**src/rtl/coh_dir_pkg.sv**
```systemverilog
package coh_dir_pkg;

  typedef enum logic [1:0] {
    LN_UNC = 2'd0,
    LN_SHR = 2'd1,
    LN_EXC = 2'd2
  } line_st_e;

  typedef enum logic [2:0] {
    PH_IDLE = 3'd0,
    PH_INV  = 3'd1,
    PH_WB   = 3'd2,
    PH_MWR  = 3'd3,
    PH_MRD  = 3'd4,
    PH_RESP = 3'd5
  } phase_e;

  localparam logic [1:0] RSP_SHARED = 2'b01;
  localparam logic [1:0] RSP_EXCL   = 2'b10;

endpackage

```
**src/rtl/coh_dir_store.sv**
```systemverilog
module coh_dir_store
  import coh_dir_pkg::*;
#(
  parameter int NC = 4,
  parameter int NL = 4,
  localparam int LW = (NL > 1) ? $clog2(NL) : 1
) (
  input  logic          clk,
  input  logic          rst_n,
  input  logic [LW-1:0] rd_line,
  output line_st_e      rd_st,
  output logic [NC-1:0] rd_mask,
  input  logic          wr_en,
  input  logic [LW-1:0] wr_line,
  input  line_st_e      wr_st,
  input  logic [NC-1:0] wr_mask
);

  line_st_e      st_q   [NL];
  logic [NC-1:0] mask_q [NL];

  for (genvar g = 0; g < NL; g++) begin : g_line
    always_ff @(posedge clk) begin
      if (!rst_n) begin
        st_q[g]   <= LN_UNC;
        mask_q[g] <= '0;
      end else if (wr_en && wr_line == LW'(g)) begin
        st_q[g]   <= wr_st;
        mask_q[g] <= wr_mask;
      end
    end

    assert_unc_empty_R10: assert property (@(posedge clk) disable iff (!rst_n)
      (st_q[g] == LN_UNC) |-> (mask_q[g] == '0));
    assert_shr_nonempty_R10: assert property (@(posedge clk) disable iff (!rst_n)
      (st_q[g] == LN_SHR) |-> (mask_q[g] != '0));
    assert_exc_single_R10: assert property (@(posedge clk) disable iff (!rst_n)
      (st_q[g] == LN_EXC) |-> $onehot(mask_q[g]));
  end

  assign rd_st   = st_q[rd_line];
  assign rd_mask = mask_q[rd_line];

endmodule

```
**src/rtl/coh_ack_tracker.sv**
```systemverilog
module coh_ack_tracker #(
  parameter int NC = 4
) (
  input  logic          clk,
  input  logic          rst_n,
  input  logic          load,
  input  logic [NC-1:0] load_mask,
  input  logic [NC-1:0] ack_valid,
  output logic [NC-1:0] pend,
  output logic          all_done
);

  always_ff @(posedge clk) begin
    if (!rst_n)    pend <= '0;
    else if (load) pend <= load_mask;
    else           pend <= pend & ~ack_valid;
  end

  assign all_done = ((pend & ~ack_valid) == '0);

  // Outside a load, the set of awaited caches can only shrink.
  assert_pend_shrinks_R4: assert property (@(posedge clk) disable iff (!rst_n)
    !load |=> ((pend & ~$past(pend)) == '0));

endmodule

```
**src/rtl/coh_fsm.sv**
```systemverilog
module coh_fsm
  import coh_dir_pkg::*;
#(
  parameter int NC = 4,
  parameter int NL = 4,
  localparam int CW = (NC > 1) ? $clog2(NC) : 1,
  localparam int LW = (NL > 1) ? $clog2(NL) : 1
) (
  input  logic          clk,
  input  logic          rst_n,
  input  logic          req_valid,
  input  logic [CW-1:0] req_src,
  input  logic [LW-1:0] req_line,
  input  logic          req_excl,
  output logic          nack,
  output logic [LW-1:0] rd_line,
  input  line_st_e      rd_st,
  input  logic [NC-1:0] rd_mask,
  output logic          wr_en,
  output logic [LW-1:0] wr_line,
  output line_st_e      wr_st,
  output logic [NC-1:0] wr_mask,
  output logic          load,
  output logic [NC-1:0] load_mask,
  input  logic          all_done,
  output logic          cmd_valid,
  output logic          cmd_wb,
  output logic [NC-1:0] cmd_mask,
  output logic [LW-1:0] cmd_line,
  output logic          mem_rd,
  output logic          mem_wr,
  output logic [LW-1:0] mem_line,
  input  logic          mem_done,
  output logic          rsp_valid,
  output logic [CW-1:0] rsp_dst,
  output logic [LW-1:0] rsp_line,
  output logic [1:0]    rsp_code
);

  function automatic logic [NC-1:0] bit_of(input logic [CW-1:0] c);
    return NC'(1) << c;
  endfunction

  // First phase of a transaction from the line state and the other holders.
  function automatic phase_e entry_phase(input logic excl, input line_st_e st,
                                         input logic [NC-1:0] others);
    if (!excl) return (st == LN_EXC && others != '0) ? PH_WB : PH_MRD;
    case (st)
      LN_UNC:  return PH_MRD;
      LN_SHR:  return (others == '0) ? PH_RESP : PH_INV;
      default: return (others == '0) ? PH_RESP : PH_WB;
    endcase
  endfunction

  // Holder set written back when the grant is issued.
  function automatic logic [NC-1:0] merged_set(input logic excl, input logic [NC-1:0] cur,
                                               input logic [NC-1:0] who);
    return excl ? who : (cur | who);
  endfunction

  phase_e        ph_q, ph_d, first;
  logic [CW-1:0] src_q;
  logic [LW-1:0] line_q;
  logic          excl_q, held_q;
  logic          accept, snoop_go;
  logic [NC-1:0] others;

  assign accept   = req_valid && (ph_q == PH_IDLE);
  assign others   = rd_mask & ~bit_of(req_src);
  assign first    = entry_phase(req_excl, rd_st, others);
  assign snoop_go = accept && (first == PH_INV || first == PH_WB);

  always_comb begin
    ph_d = ph_q;
    unique case (ph_q)
      PH_IDLE: if (accept)   ph_d = first;
      PH_INV:  if (all_done) ph_d = held_q ? PH_RESP : PH_MRD;
      PH_WB:   if (all_done) ph_d = PH_MWR;
      PH_MWR:  if (mem_done) ph_d = PH_RESP;
      PH_MRD:  if (mem_done) ph_d = PH_RESP;
      PH_RESP:               ph_d = PH_IDLE;
      default:               ph_d = PH_IDLE;
    endcase
  end

  always_ff @(posedge clk) begin
    if (!rst_n) begin
      ph_q      <= PH_IDLE;
      cmd_valid <= 1'b0;
      cmd_wb    <= 1'b0;
      cmd_mask  <= '0;
      src_q     <= '0;
      line_q    <= '0;
      excl_q    <= 1'b0;
      held_q    <= 1'b0;
    end else begin
      ph_q      <= ph_d;
      cmd_valid <= snoop_go;
      if (accept) begin
        src_q    <= req_src;
        line_q   <= req_line;
        excl_q   <= req_excl;
        held_q   <= rd_mask[req_src];
        cmd_wb   <= (first == PH_WB);
        cmd_mask <= others;
      end
    end
  end

  assign nack      = req_valid && (ph_q != PH_IDLE);
  assign rd_line   = (ph_q == PH_IDLE) ? req_line : line_q;
  assign wr_en     = (ph_q == PH_RESP);
  assign wr_line   = line_q;
  assign wr_st     = excl_q ? LN_EXC : LN_SHR;
  assign wr_mask   = merged_set(excl_q, rd_mask, bit_of(src_q));
  assign load      = snoop_go;
  assign load_mask = others;
  assign cmd_line  = line_q;
  assign mem_rd    = (ph_q == PH_MRD);
  assign mem_wr    = (ph_q == PH_MWR);
  assign mem_line  = line_q;
  assign rsp_valid = (ph_q == PH_RESP);
  assign rsp_dst   = src_q;
  assign rsp_line  = line_q;
  assign rsp_code  = excl_q ? RSP_EXCL : RSP_SHARED;

  assert_snoop_pulse_R4: assert property (@(posedge clk) disable iff (!rst_n)
    cmd_valid |=> !cmd_valid);
  assert_grant_pulse_R2: assert property (@(posedge clk) disable iff (!rst_n)
    rsp_valid |=> !rsp_valid);
  assert_refused_keeps_line_R9: assert property (@(posedge clk) disable iff (!rst_n)
    (nack && !rsp_valid) |=> $stable(line_q));

endmodule

```
**src/rtl/coh_dir_ctrl.sv**
```systemverilog
module coh_dir_ctrl
  import coh_dir_pkg::*;
#(
  parameter int NC = 4,
  parameter int NL = 4,
  localparam int CW = (NC > 1) ? $clog2(NC) : 1,
  localparam int LW = (NL > 1) ? $clog2(NL) : 1
) (
  input  logic          clk,
  input  logic          rst_n,
  input  logic          req_valid,
  input  logic [CW-1:0] req_src,
  input  logic [LW-1:0] req_line,
  input  logic          req_excl,
  output logic          req_nack,
  input  logic [NC-1:0] ack_valid,
  output logic          snp_valid,
  output logic          snp_wb,
  output logic [NC-1:0] snp_mask,
  output logic [LW-1:0] snp_line,
  output logic          mem_rd,
  output logic          mem_wr,
  output logic [LW-1:0] mem_line,
  input  logic          mem_done,
  output logic          rsp_valid,
  output logic [CW-1:0] rsp_dst,
  output logic [LW-1:0] rsp_line,
  output logic [1:0]    rsp_code
);

  logic [LW-1:0] rd_line, wr_line;
  line_st_e      rd_st, wr_st;
  logic [NC-1:0] rd_mask, wr_mask, load_mask, pend;
  logic          wr_en, load, all_done;

  coh_dir_store #(.NC(NC), .NL(NL)) u_store (
    .clk, .rst_n, .rd_line, .rd_st, .rd_mask,
    .wr_en, .wr_line, .wr_st, .wr_mask
  );

  coh_ack_tracker #(.NC(NC)) u_acks (
    .clk, .rst_n, .load, .load_mask, .ack_valid, .pend, .all_done
  );

  coh_fsm #(.NC(NC), .NL(NL)) u_fsm (
    .clk, .rst_n, .req_valid, .req_src, .req_line, .req_excl,
    .nack(req_nack), .rd_line, .rd_st, .rd_mask,
    .wr_en, .wr_line, .wr_st, .wr_mask, .load, .load_mask, .all_done,
    .cmd_valid(snp_valid), .cmd_wb(snp_wb), .cmd_mask(snp_mask), .cmd_line(snp_line),
    .mem_rd, .mem_wr, .mem_line, .mem_done,
    .rsp_valid, .rsp_dst, .rsp_line, .rsp_code
  );

  // No grant while any addressed cache has yet to acknowledge.
  assert_grant_after_acks_R4: assert property (@(posedge clk) disable iff (!rst_n)
    rsp_valid |-> (pend == '0));
  // Memory is refreshed only after the owner confirmed its write-back.
  assert_memwr_after_owner_R6: assert property (@(posedge clk) disable iff (!rst_n)
    $rose(mem_wr) |-> (pend == '0));

endmodule

```
**config.mk**
```make
export PLATFORM = sky130hd
export DESIGN_NAME = coh_dir_ctrl
export DESIGN_NICKNAME = d
export VERILOG_FILES = /design/src/rtl/coh_dir_pkg.sv /design/src/rtl/coh_dir_store.sv /design/src/rtl/coh_ack_tracker.sv /design/src/rtl/coh_fsm.sv /design/src/rtl/coh_dir_ctrl.sv
export SDC_FILE = /design/constraint.sdc
export NUM_CORES = 1
export LEC_CHECK = 0
export BUFFER_PORTS_ARGS = -buffer_cell sky130_fd_sc_hd__buf_4
export CELL_PAD_IN_SITES_DETAIL_PLACEMENT = 0
export CELL_PAD_IN_SITES_GLOBAL_PLACEMENT = 1
export CORE_MARGIN = 8
export CORE_UTILIZATION = 40
export DETAILED_ROUTE_END_ITERATION = 10
export PLACE_DENSITY = 0.82
export SLEW_MARGIN = 30
export SYNTH_ARGS = -nofsm -noshare
export SYNTH_HDL_FRONTEND = slang
export SYNTH_HIERARCHICAL = 1
export SYNTH_SLANG_ARGS = --single-unit
```
**constraint.sdc**
```tcl
create_clock -name clk -period 6.27 [get_ports clk]
set_input_delay 1.254 -clock clk [delete_from_list [all_inputs] [get_ports clk]]
set_output_delay 1.254 -clock clk [all_outputs]
set_load 0.05 [all_outputs]
```
======== After elaboration in Yosys (flattened, before gate mapping) ========
Memories as Yosys holds them, arrays and structs flattened.
Index checks and enable logic that the tools add are counted.
cells by class
  order comparisons ....................... 1
  equality and inequality tests ........... 16
  bitwise gates (word level) .............. 13
  muxes and demuxes ....................... 38
  shifts and indexed selects .............. 2
  reduce and logical (&&, ||, !) cells .... 18
operators with widths
  operator                                                               number
  3-bit 2-to-1 mux                                                       8
  4-bit 2-to-1 mux                                                       6
  1-bit 2-to-1 mux                                                       15
  2-bit 2-to-1 mux                                                       6
  3-bit one-hot mux with 4 select lines                                  1
  3-bit by 2-bit equality test with 1-bit output, second input constant  3
  4-bit bitwise AND                                                      2
  1-bit logical AND                                                      8
  4-bit logical NOT                                                      2
  4-bit inverter                                                         2
  1-bit OR                                                               8
  1-bit by 2-bit << shifter with 4-bit output, first input constant      2
  2-bit equality test, second input constant                             3
  3-bit by 1-bit equality test with 1-bit output, second input constant  2
  3-bit equality test, second input constant                             2
  3-bit one-hot mux with 2 select lines                                  1
  2-bit by 1-bit equality test with 1-bit output, second input constant  2
  2-bit logical NOT                                                      2
  2-bit by 1-bit != test with 1-bit output, second input constant        2
  2-bit != test, second input constant                                   2
  4-bit OR                                                               1
  4-bit AND reduction                                                    1
  4-bit nonzero test                                                     1
  3-bit logical NOT                                                      1
  5 further kinds                                                        5
storage, ports and cells
  flip-flop bits (word level) ............. 19
  output and inout port bits .............. 20
  RAM bits ................................ 24
  logic and storage cells ................. 99
  input bits .............................. 13
  memories ................................ 2
memories
  memory          depth  width  read ports  clocked after memory_dff  wr ports  line                 source
  u_store.mask_q  4      4      1           0                         4         coh_dir_store.sv:20  logic [NC-1:0] mask_q [NL];
  u_store.st_q    4      2      1           0                         4         coh_dir_store.sv:19  line_st_e st_q [NL];

======== Depth between registers and ports, before layout ========
Gate-level depths: netlist (run 1).
An unclocked memory read counts as a cell.
  depth after elaboration ................. 12
  mapped depth ............................ 10

======== Hierarchy ========
The synthesis (run 1) kept the hierarchy.
modules (own cells, without submodules)
  module           cells each  instances  sequential area each (um^2)  area each (um^2)
  coh_dir_store    66          1          720.7                        1,092.3
  coh_fsm          127         1          300.3                        1,051.0
  coh_ack_tracker  18          1          80.1                         182.7

======== Worst setup path after synthesis (run 1) ========
No wires, ideal clock.
  kind .................................... input to output
  from .................................... input req_valid
  to ...................................... output req_nack
  data required time ...................... 5.016 ns
  path buffers ............................ 0
  data arrival time ....................... 1.961 ns
  cell stages on the path ................. 1
  path slack .............................. 3.055 ns
  cell sequence ........................... nor2b_1
between the ends
  cells in the longest elaborated chain, start to end .. 1
ends and longest elaborated chain
  what               line                source
  start, declared    coh_dir_ctrl.sv:11  input logic req_valid,
  1-bit logical AND  coh_fsm.sv:110      assign nack = req_valid && (ph_q != PH_IDLE);
  end, declared      coh_dir_ctrl.sv:15  output logic req_nack,
No other way between the ends.

======== Worst setup path after layout (run 1) ========
  from .................................... input req_line[0]
  to ...................................... register u_acks.pend[0]
between the ends
  cells in the longest elaborated chain, start to end .. 11
  elaborated cells between the ends (all ways) .. 20
  classes of those cells .................. eq/ne: 4; mux: 7; bitwise: 1; reduce/logical: 6; memory: 2
ends and longest elaborated chain
  what                                                                                                              line                                         source
  start, declared                                                                                                   coh_dir_ctrl.sv:13                           input logic [LW-1:0] req_line,
  2-bit 2-to-1 mux *                                                                                                coh_fsm.sv:111                               assign rd_line = (ph_q == PH_IDLE) ? req_line : line_q;
  via rd_line[0]                                                                                                    coh_dir_ctrl.sv:31                           logic [LW-1:0] rd_line, wr_line;
  memory 4 x 4 bit *                                                                                                -
  via rd_mask[1]                                                                                                    coh_dir_ctrl.sv:33                           logic [NC-1:0] rd_mask, wr_mask, load_mask, pend;
  4-bit bitwise AND *                                                                                               coh_fsm.sv:69                                assign others = rd_mask & ~bit_of(req_src);
  4-bit logical NOT or 4-bit nonzero test (tied branches)                                                           coh_fsm.sv:50, coh_fsm.sv:51, coh_fsm.sv:47
  3-bit 2-to-1 mux (tied with other cells)                                                                          coh_fsm.sv:51                                default: return (others == '0) ? PH_RESP : PH_WB;
  3-bit one-hot mux with 2 select lines or 3-bit 2-to-1 mux (tied branches)                                         coh_fsm.sv:48, coh_fsm.sv:47
  3-bit 2-to-1 mux *                                                                                                coh_fsm.sv:48                                case (st)
  3-bit by 1-bit equality test with 1-bit output or 3-bit by 2-bit equality test with 1-bit output (tied branches)  coh_fsm.sv:71                                assign snoop_go = accept && (first == PH_INV || first == PH_WB);
  1-bit logical OR *                                                                                                coh_fsm.sv:71
  1-bit logical AND *                                                                                               coh_fsm.sv:71
  via load                                                                                                          coh_dir_ctrl.sv:34                           logic wr_en, load, all_done;
  4-bit 2-to-1 mux *                                                                                                coh_ack_tracker.sv:15                        else if (load) pend <= load_mask;
  end signal, assigned                                                                                              coh_ack_tracker.sv:15
  end signal, assigned                                                                                              coh_ack_tracker.sv:16                        else pend <= pend & ~ack_valid;
  end, declared                                                                                                     coh_ack_tracker.sv:9                         output logic [NC-1:0] pend,
Mark *: on every way through the listed nets, which the timed path passes. The rest lies on a longest branch.
A chain may end at the register's enable or synchronous reset.

==> flow_summary.yaml, run 1 <==
hold_path:
  worstHoldPathCells: 2
  hold_path_startpoint: "u_fsm/cmd_mask[2]$_SDFFE_PN0P_"
  min_path_type: "flip-flop to flip-flop"
  hold_end: "u_fsm/cmd_mask[2]$_SDFFE_PN0P_"
timing:
  fin_crit_ps: 3120
  hold_slack_ps: 469.6
  hold_viol: 0
  clock.fmax_mhz: 320.5
  final-max-slew-violation-count: 0
  fin_crit_sh_pct: 49.76
  timing.max_slew.rel_slack_pct: 40.10
  totalNegativeSetupSlack_ps: 0
  worst_pin_slew_ps: 889.1
  report.final.setup_viol: 0
  smallest_setup_slack_after_layout_ps: 3150
  post_route_skew_ps: 4.590
  setup_repair_after_global_routing_missed_its_margin: "false"
clock_network:
  clockRootBuffer: "clkbuf_8"
  cts_resized: 0
  numCtsBuffers: 5
  insertion_delay_ps: 290
  cts_hold_buffers: 0
  cts_setup_buffers: 0
  tritoncts: "done"
  cts_sinks: 43
  cts.clk_slew.worst_paths_ps: 80
  cts.path.max_buffers: 2
  ctsHtreeMaxLevel: 2
detailed_routing:
  route.vias.total: 1607
  drc_errors: 0
  detail_route.vias_per_cell: 5.286
  drt_first_pass_iters: 4
  drt-initial-drc-count: 116
  postRouteWirelength_mm: 5.066
  antenna_left: 0
  routed_wire_length_per_instance_um: 16.66
finish:
  drive_gt1_share_pct: 25.43
  antenna_cells: 0
  filler_cell_count: 519
  final_core_area_utilization_pct: 47.65
  syn_to_final_growth_pct: 14.20
  layout.nets: 244
floorplanning:
  die_height_um: 92.26
  design.die.area_um2: 8511
  io_pins: 33
  effective_utilization_at_floorplan_pct: 41.73
  fp.coreArea_um2: 5574
  std_cell_rows: 27
  die-width_um: 92.26
power:
  p_seq_share_pct: 34.6
  power_per_cell_area_nw_per_um2: 403.9
  clkPwrFrac_pct: 23.9
  p_int_uw: 653.9
  comb_power_share_pct: 41.6
  sw_frac_of_total_pct: 39.06
  max-vdd-ir-drop_mv: 0.2328
  power_leakage_uw: 0.001028
  p_sw_uw: 419.1
setup_path:
  worst-r2r-setup-slack_ps: 3290
  worst_ep_required_time_ps: 6460
  setup.worst_path.end_class: "flip-flop"
  setup.worst_path.class: "input pin to flip-flop"
  worst_setup_path_start_kind: "input pin"
  rr_endpoint: "u_acks/pend[0]$_SDFF_PN0_"
  crit_fanout: 6
  r2r_worst_path_depth: 8
  rr_startpoint: "u_fsm/ph_q[0]$_SDFFE_PN0P_"
  critical_path_arrival_ps: 3310
global_route:
  grt_pass1_vias: 1701
  global_route_usage_over_all_layers_pct: 12.39
  grt_antenna_before_repair: 0
  grt-ovfl-total: 0
  grt_pass1_wl_mm: 8.493
  grt_max_degree: 30
yosys:
  yosysSeqAreaShare_pct: 47.34
  post-synth-top-count-cell: "and2_1"
  syn-mean-instance-area_um2: 11.02
  synth_top_area_share_pct: 30.98
  synth_async_sr_flop_share_pct: 0
  yosys_warnings: 6
  synthTopCellsByArea: "edfxtp_1, dfxtp_1, and2_1"
  ys_dominant_reg_cell: "edfxtp_1"
  syn_area_um2: 2326
  synthesis.instances: 211
  synth-seq-cells: 43
  synth.distinct_cells: 46
  number_of_enable_flip_flop_cells_after_synthesis: 24
  synth.net_count: 224
  ys_top_cells_by_count: "and2_1, nand2_1, edfxtp_1"
  synth_area_leader_cell: "edfxtp_1"
status:
  run_status: "complete, no violations"
place:
  finalWeightedCongestion: 0.7991
  buffer_ports.inserted: 32
  detailed_place_hpwl_mm: 3.757
  post-place-ws_ps: 2851
flow_run:
  cap_viol_max_count: 0
==> placed cells by master (no fill, tap or decap), types with 5 or more instances in the layout <==
| master | Yosys | layout |
|---|---|---|
| clkbuf_8 | 0 | 5 |
| edfxtp_1 | 24 | 24 |
| buf_4 | 11 | 32 |
| nand2_1 | 25 | 25 |
| mux4_2 | 6 | 6 |
| nor2_1 | 5 | 5 |
| nand2b_1 | 8 | 8 |
| inv_1 | 9 | 9 |
| a21boi_0 | 12 | 12 |
| o21ai_0 | 6 | 5 |
| and2_1 | 27 | 27 |
| dfxtp_1 | 19 | 19 |
==> sequential cells by signal, summed over array words and instances (netlist names) <==
name             count
u_store/st_q         8
u_fsm/cmd_line       2
u_fsm/held_q         1
u_fsm/excl_q         1
u_fsm/cmd_mask       4
u_fsm/cmd_valid      1
u_acks/pend          4
u_fsm/ph_q           3
u_fsm/rsp_dst        2
u_store/mask_q      16
u_fsm/cmd_wb         1
==> cell families (layout without fill, tap and decap cells) <==
family | after synthesis | in the layout | synth area share, %
mux | 12 | 12 | 9.199
simple gates | 87 | 87 | 22.38
buf+inv | 28 | 49 | 7.315
flops | 43 | 43 | 47.34
compound gates | 41 | 41 | 13.77
==> per-stage QoR <==
stage,power [uW],cell area (um2),cells
after global routing,1136,2656,304
after global placement,816.1,2520,296
final,1073,2656,304
after CTS,1079,2656,304
after floorplan,737.8,2326,211
after detailed placement,823.9,2520,296
==> cell type report <==
type                       instances  area (um2)  area share, %
clock buffer                       5       68.82          2.591
sequential                        43        1101          41.45
tap                               72       90.09          3.391
inverter                           9       33.78          1.272
multi-input combinational        140        1055          39.71
timing repair buffer              32       240.2          9.044
clock inverter                     3       67.56          2.544
==> how the worst max path moves through the flow <==
stage | start | end | depth (start not counted)
CTS | req_line[0] | u_acks/pend[1]$_SDFF_PN0_ | 8
floorplan | req_valid | req_nack | 1
global route | req_line[0] | u_acks/pend[0]$_SDFF_PN0_ | 8
finish | req_line[0] | u_acks/pend[0]$_SDFF_PN0_ | 8
global placement | req_line[0] | u_acks/pend[1]$_SDFF_PN0_ | 8
detailed placement | req_line[0] | u_acks/pend[1]$_SDFF_PN0_ | 8
==> worst max-delay path, cell delays in order <==
cell,delay (ps)
buf_4,110
mux2_2,360
mux4_2,450
mux2i_1,100
a22o_2,290
nor4_2,410
nand2b_4,270
o21ai_2,50
==> per-layer routing <==
metal	wire length (um)	global-route usage, %	vias up	part of all wire (%)
met1	2343	16.13	779	46
met4	40	5.235	0	0.79
met5	0	0	-	0
li1	-	-	791	-
met3	261	3.015	2	5.2
met2	2420	19.13	35	48
==> power groups by stage <==
| stage | sequential, uW | clock (uW) | combinational (uW) |
|---|---|---|---|
| floorplan | 393 | 0 | 345 |
| global placement | 376 | 0 | 440 |
| detailed placement | 377 | 0 | 446 |
| CTS | 371 | 260 | 448 |
| global route | 377 | 272 | 486 |
| finish | 371 | 256 | 446 |
(Power assumes the default switching activity.)
==> run 2: changes to the inputs <==
Settings changed: ABC_AREA from default to 1, CORE_UTILIZATION 40 to 37, PLACE_DENSITY 0.82 to 0.84.
Clock period 6.27 ns to 2.58 ns, I/O delays scaled along.
==> flow_summary.yaml, run 2 <==
status:
  run_status: "complete, no violations"
place:
  detailed_place_hpwl_mm: 4.416
  buffer_ports.inserted: 32
  finalWeightedCongestion: 0.8914
global_route:
  grt_antenna_before_repair: 0
  grt_pass1_wl_mm: 9.225
  grt_pass1_vias: 1949
  grt-ovfl-total: 0
  global_route_usage_over_all_layers_pct: 12.93
  grt_max_degree: 25
clock_network:
  cts.path.max_buffers: 2
  tritoncts: "done"
  cts_hold_buffers: 0
  cts_sinks: 43
  insertion_delay_ps: 300
  clockRootBuffer: "clkbuf_8"
  ctsHtreeMaxLevel: 2
  cts.clk_slew.worst_paths_ps: 80
  numCtsBuffers: 5
setup_path:
  critical_path_arrival_ps: 2560
  worst_setup_path_start_kind: "flip-flop"
  crit_fanout: 12
  rr_endpoint: "u_acks/pend[0]$_SDFF_PN0_"
  worst-r2r-setup-slack_ps: 260
  worst_ep_required_time_ps: 2820
  setup.worst_path.class: "flip-flop to flip-flop"
  rr_startpoint: "u_fsm/ph_q[2]$_SDFFE_PN0P_"
  setup.worst_path.end_class: "flip-flop"
  r2r_worst_path_depth: 16
yosys:
  synthTopCellsByArea: "edfxtp_1, dfxtp_1, nand2_1"
  syn_area_um2: 2395
  synth.distinct_cells: 25
  number_of_enable_flip_flop_cells_after_synthesis: 24
  synth_top_area_share_pct: 30.09
  synth-seq-cells: 43
  yosysSeqAreaShare_pct: 45.98
  synthesis.instances: 320
  synth_async_sr_flop_share_pct: 0
  synth_area_leader_cell: "edfxtp_1"
  post-synth-top-count-cell: "nand2_1"
  yosys_warnings: 6
  ys_dominant_reg_cell: "edfxtp_1"
  ys_top_cells_by_count: "nand2_1, inv_1, nor2_1"
  synth.net_count: 333
  syn-mean-instance-area_um2: 7.484
timing:
  hold_viol: 0
  report.final.setup_viol: 0
  post_route_skew_ps: 7.747
  clock.fmax_mhz: 430.9
  timing.max_slew.rel_slack_pct: 77.52
  worst_pin_slew_ps: 336.7
  fin_crit_ps: 2321
  fin_crit_sh_pct: 89.96
  final-max-slew-violation-count: 0
finish:
  layout_top_registers: "u_store/mask_q: 16 flops, u_store/st_q: 8 flops"
  filler_cell_count: 683
  syn_to_final_growth_pct: 15.78
  max_flop_register: "u_store/mask_q"
  largest_register_ffs: 16
  drive_gt1_share_pct: 17.82
  layout.nets: 360
  antenna_cells: 0
  final_core_area_utilization_pct: 43.92
  layout_common_cells: "nand2_1, inv_1, buf_4"
  layout.cells.most_common: "nand2_1"
detailed_routing:
  met3_wirelength_um: 242
  drt_first_pass_iters: 4
  routed_wire_length_per_instance_um: 13.37
  postRouteWirelength_mm: 5.681
  antenna_left: 0
  dr_wl_met2_mm: 2.733
  drt-initial-drc-count: 129
  route.vias.total: 2039
  detail_route.vias_per_cell: 4.798
  drc_errors: 0
  top_layer_used: "met4"
  met1_length_mm: 2.586
power:
  sw_frac_of_total_pct: 49.88
  p_sw_uw: 1696
  clkPwrFrac_pct: 15.1
  p_seq_share_pct: 27.6
  p_int_uw: 1704
  total_power_uw: 3400
  power_per_cell_area_nw_per_um2: 1226
  power_leakage_uw: 0.001369
  max-vdd-ir-drop_mv: 0.6690
  comb_power_share_pct: 57.3
hold_path:
  min_path_type: "flip-flop to flip-flop"
  hold_path_startpoint: "u_fsm/held_q$_SDFFE_PN0P_"
  hold_end: "u_fsm/held_q$_SDFFE_PN0P_"
  worstHoldPathCells: 2
flow_run:
  cap_viol_max_count: 0
floorplanning:
  effective_utilization_at_floorplan_pct: 37.93
  fp.coreArea_um2: 6314
  die-width_um: 96.45
  design.die.area_um2: 9303
  die_height_um: 96.45
  io_pins: 33
  std_cell_rows: 29
==> run 2: changes by cell type after synthesis, moves of 6 or more <==
cell      delta
a21oi_1     +14
a21boi_0    -12
nand2_1     +53
nand2b_1     -8
inv_1       +57
mux4_2       -6
o21ai_0      +9
nand3_1     +12
nor2_1      +33
and2_1      -27
==> run 2: metal layers <==
| layer | up-vias | global-route usage, % |
|---|---|---|
| met1 | 952 | 16.21 |
| li1 | 1040 | - |
| met5 | - | 0 |
| met3 | 9 | 2.628 |
| met2 | 38 | 21.08 |
| met4 | 0 | 5.549 |
==> run 2: worst max-delay path by stage <==
stage,cells past startpoint,endpoint,start
6_report,16,u_acks/pend[0]$_SDFF_PN0_,u_fsm/ph_q[2]$_SDFFE_PN0P_
5_1_grt,16,u_acks/pend[0]$_SDFF_PN0_,u_fsm/ph_q[2]$_SDFFE_PN0P_
4_1_cts,16,u_acks/pend[3]$_SDFF_PN0_,u_fsm/ph_q[2]$_SDFFE_PN0P_
3_5_place_dp,15,u_acks/pend[3]$_SDFF_PN0_,u_fsm/ph_q[0]$_SDFFE_PN0P_
3_3_place_gp,16,u_acks/pend[0]$_SDFF_PN0_,u_fsm/ph_q[2]$_SDFFE_PN0P_
2_1_floorplan,12,u_acks/pend[0]$_SDFF_PN0_,u_fsm/cmd_line[1]$_SDFFE_PN0P_
==> run 2: what timing repair did <==
item / 4_1_cts / 5_1_grt
resized for setup: 0 / 5
endpoints found under the setup margin: 0 / 4
setup buffers: 0 / 0
==> run 2: cell type report <==
| type | instances | area, um2 | area share (%) |
|---|---|---|---|
| inverter | 68 | 255.2 | 9.206 |
| timing repair buffer | 38 | 285.3 | 10.29 |
| clock buffer | 5 | 68.82 | 2.482 |
| multi-input combinational | 191 | 927.1 | 33.44 |
| tap | 77 | 96.34 | 3.475 |
| sequential | 43 | 1101 | 39.71 |
| clock inverter | 3 | 38.79 | 1.399 |
==> run 2: power by group through the flow <==
| stage | clock, uW | sequential [uW] | combinational, uW |
|---|---|---|---|
| floorplan | 0 | 1110 | 1310 |
| global placement | 0 | 949 | 1900 |
| detailed placement | 0 | 954 | 1900 |
| CTS | 529 | 938 | 1910 |
| global route | 552 | 955 | 2170 |
| finish | 514 | 938 | 1950 |
==> run 2: metrics by stage <==
step	setup slack, ps	cell area (um2)	TNS (ps)	cells	hold slack, ps
after floorplan	175.0	2395	0	320	446.2
after global placement	180.5	2654	0	417	474.6
after detailed placement	106.6	2654	0	417	475.9
after CTS	82.72	2761	0	425	488.8
after global routing	-15.35	2773	-21.63	425	519.0
final	259.0	2773	0	425	486.3
==> run 2: cells by family after synthesis <==
logic type             after synthesis  share of synthesized area [%]
AND/OR/NAND/NOR                    148                          28.53
buffers and inverters               86                          15.78
flip-flops                          43                          45.98
AO/OA/AOI/OAI                       43                          9.718
==> run 2: critical path: stages (launching register included) <==
cell and delay, ps:
dfxtp_1 370, nor2_2 160, inv_2 90, nor2_8 150, nand2_1 70, o21ai_1 120, buf_4 220, nand2_1 80
nand3_1 120, nand2_1 80, nand2_1 130, nand2_1 110, o21ai_2 240, nor2_4 90, nand2_1 80, nand2_1 50
nor2_1 110
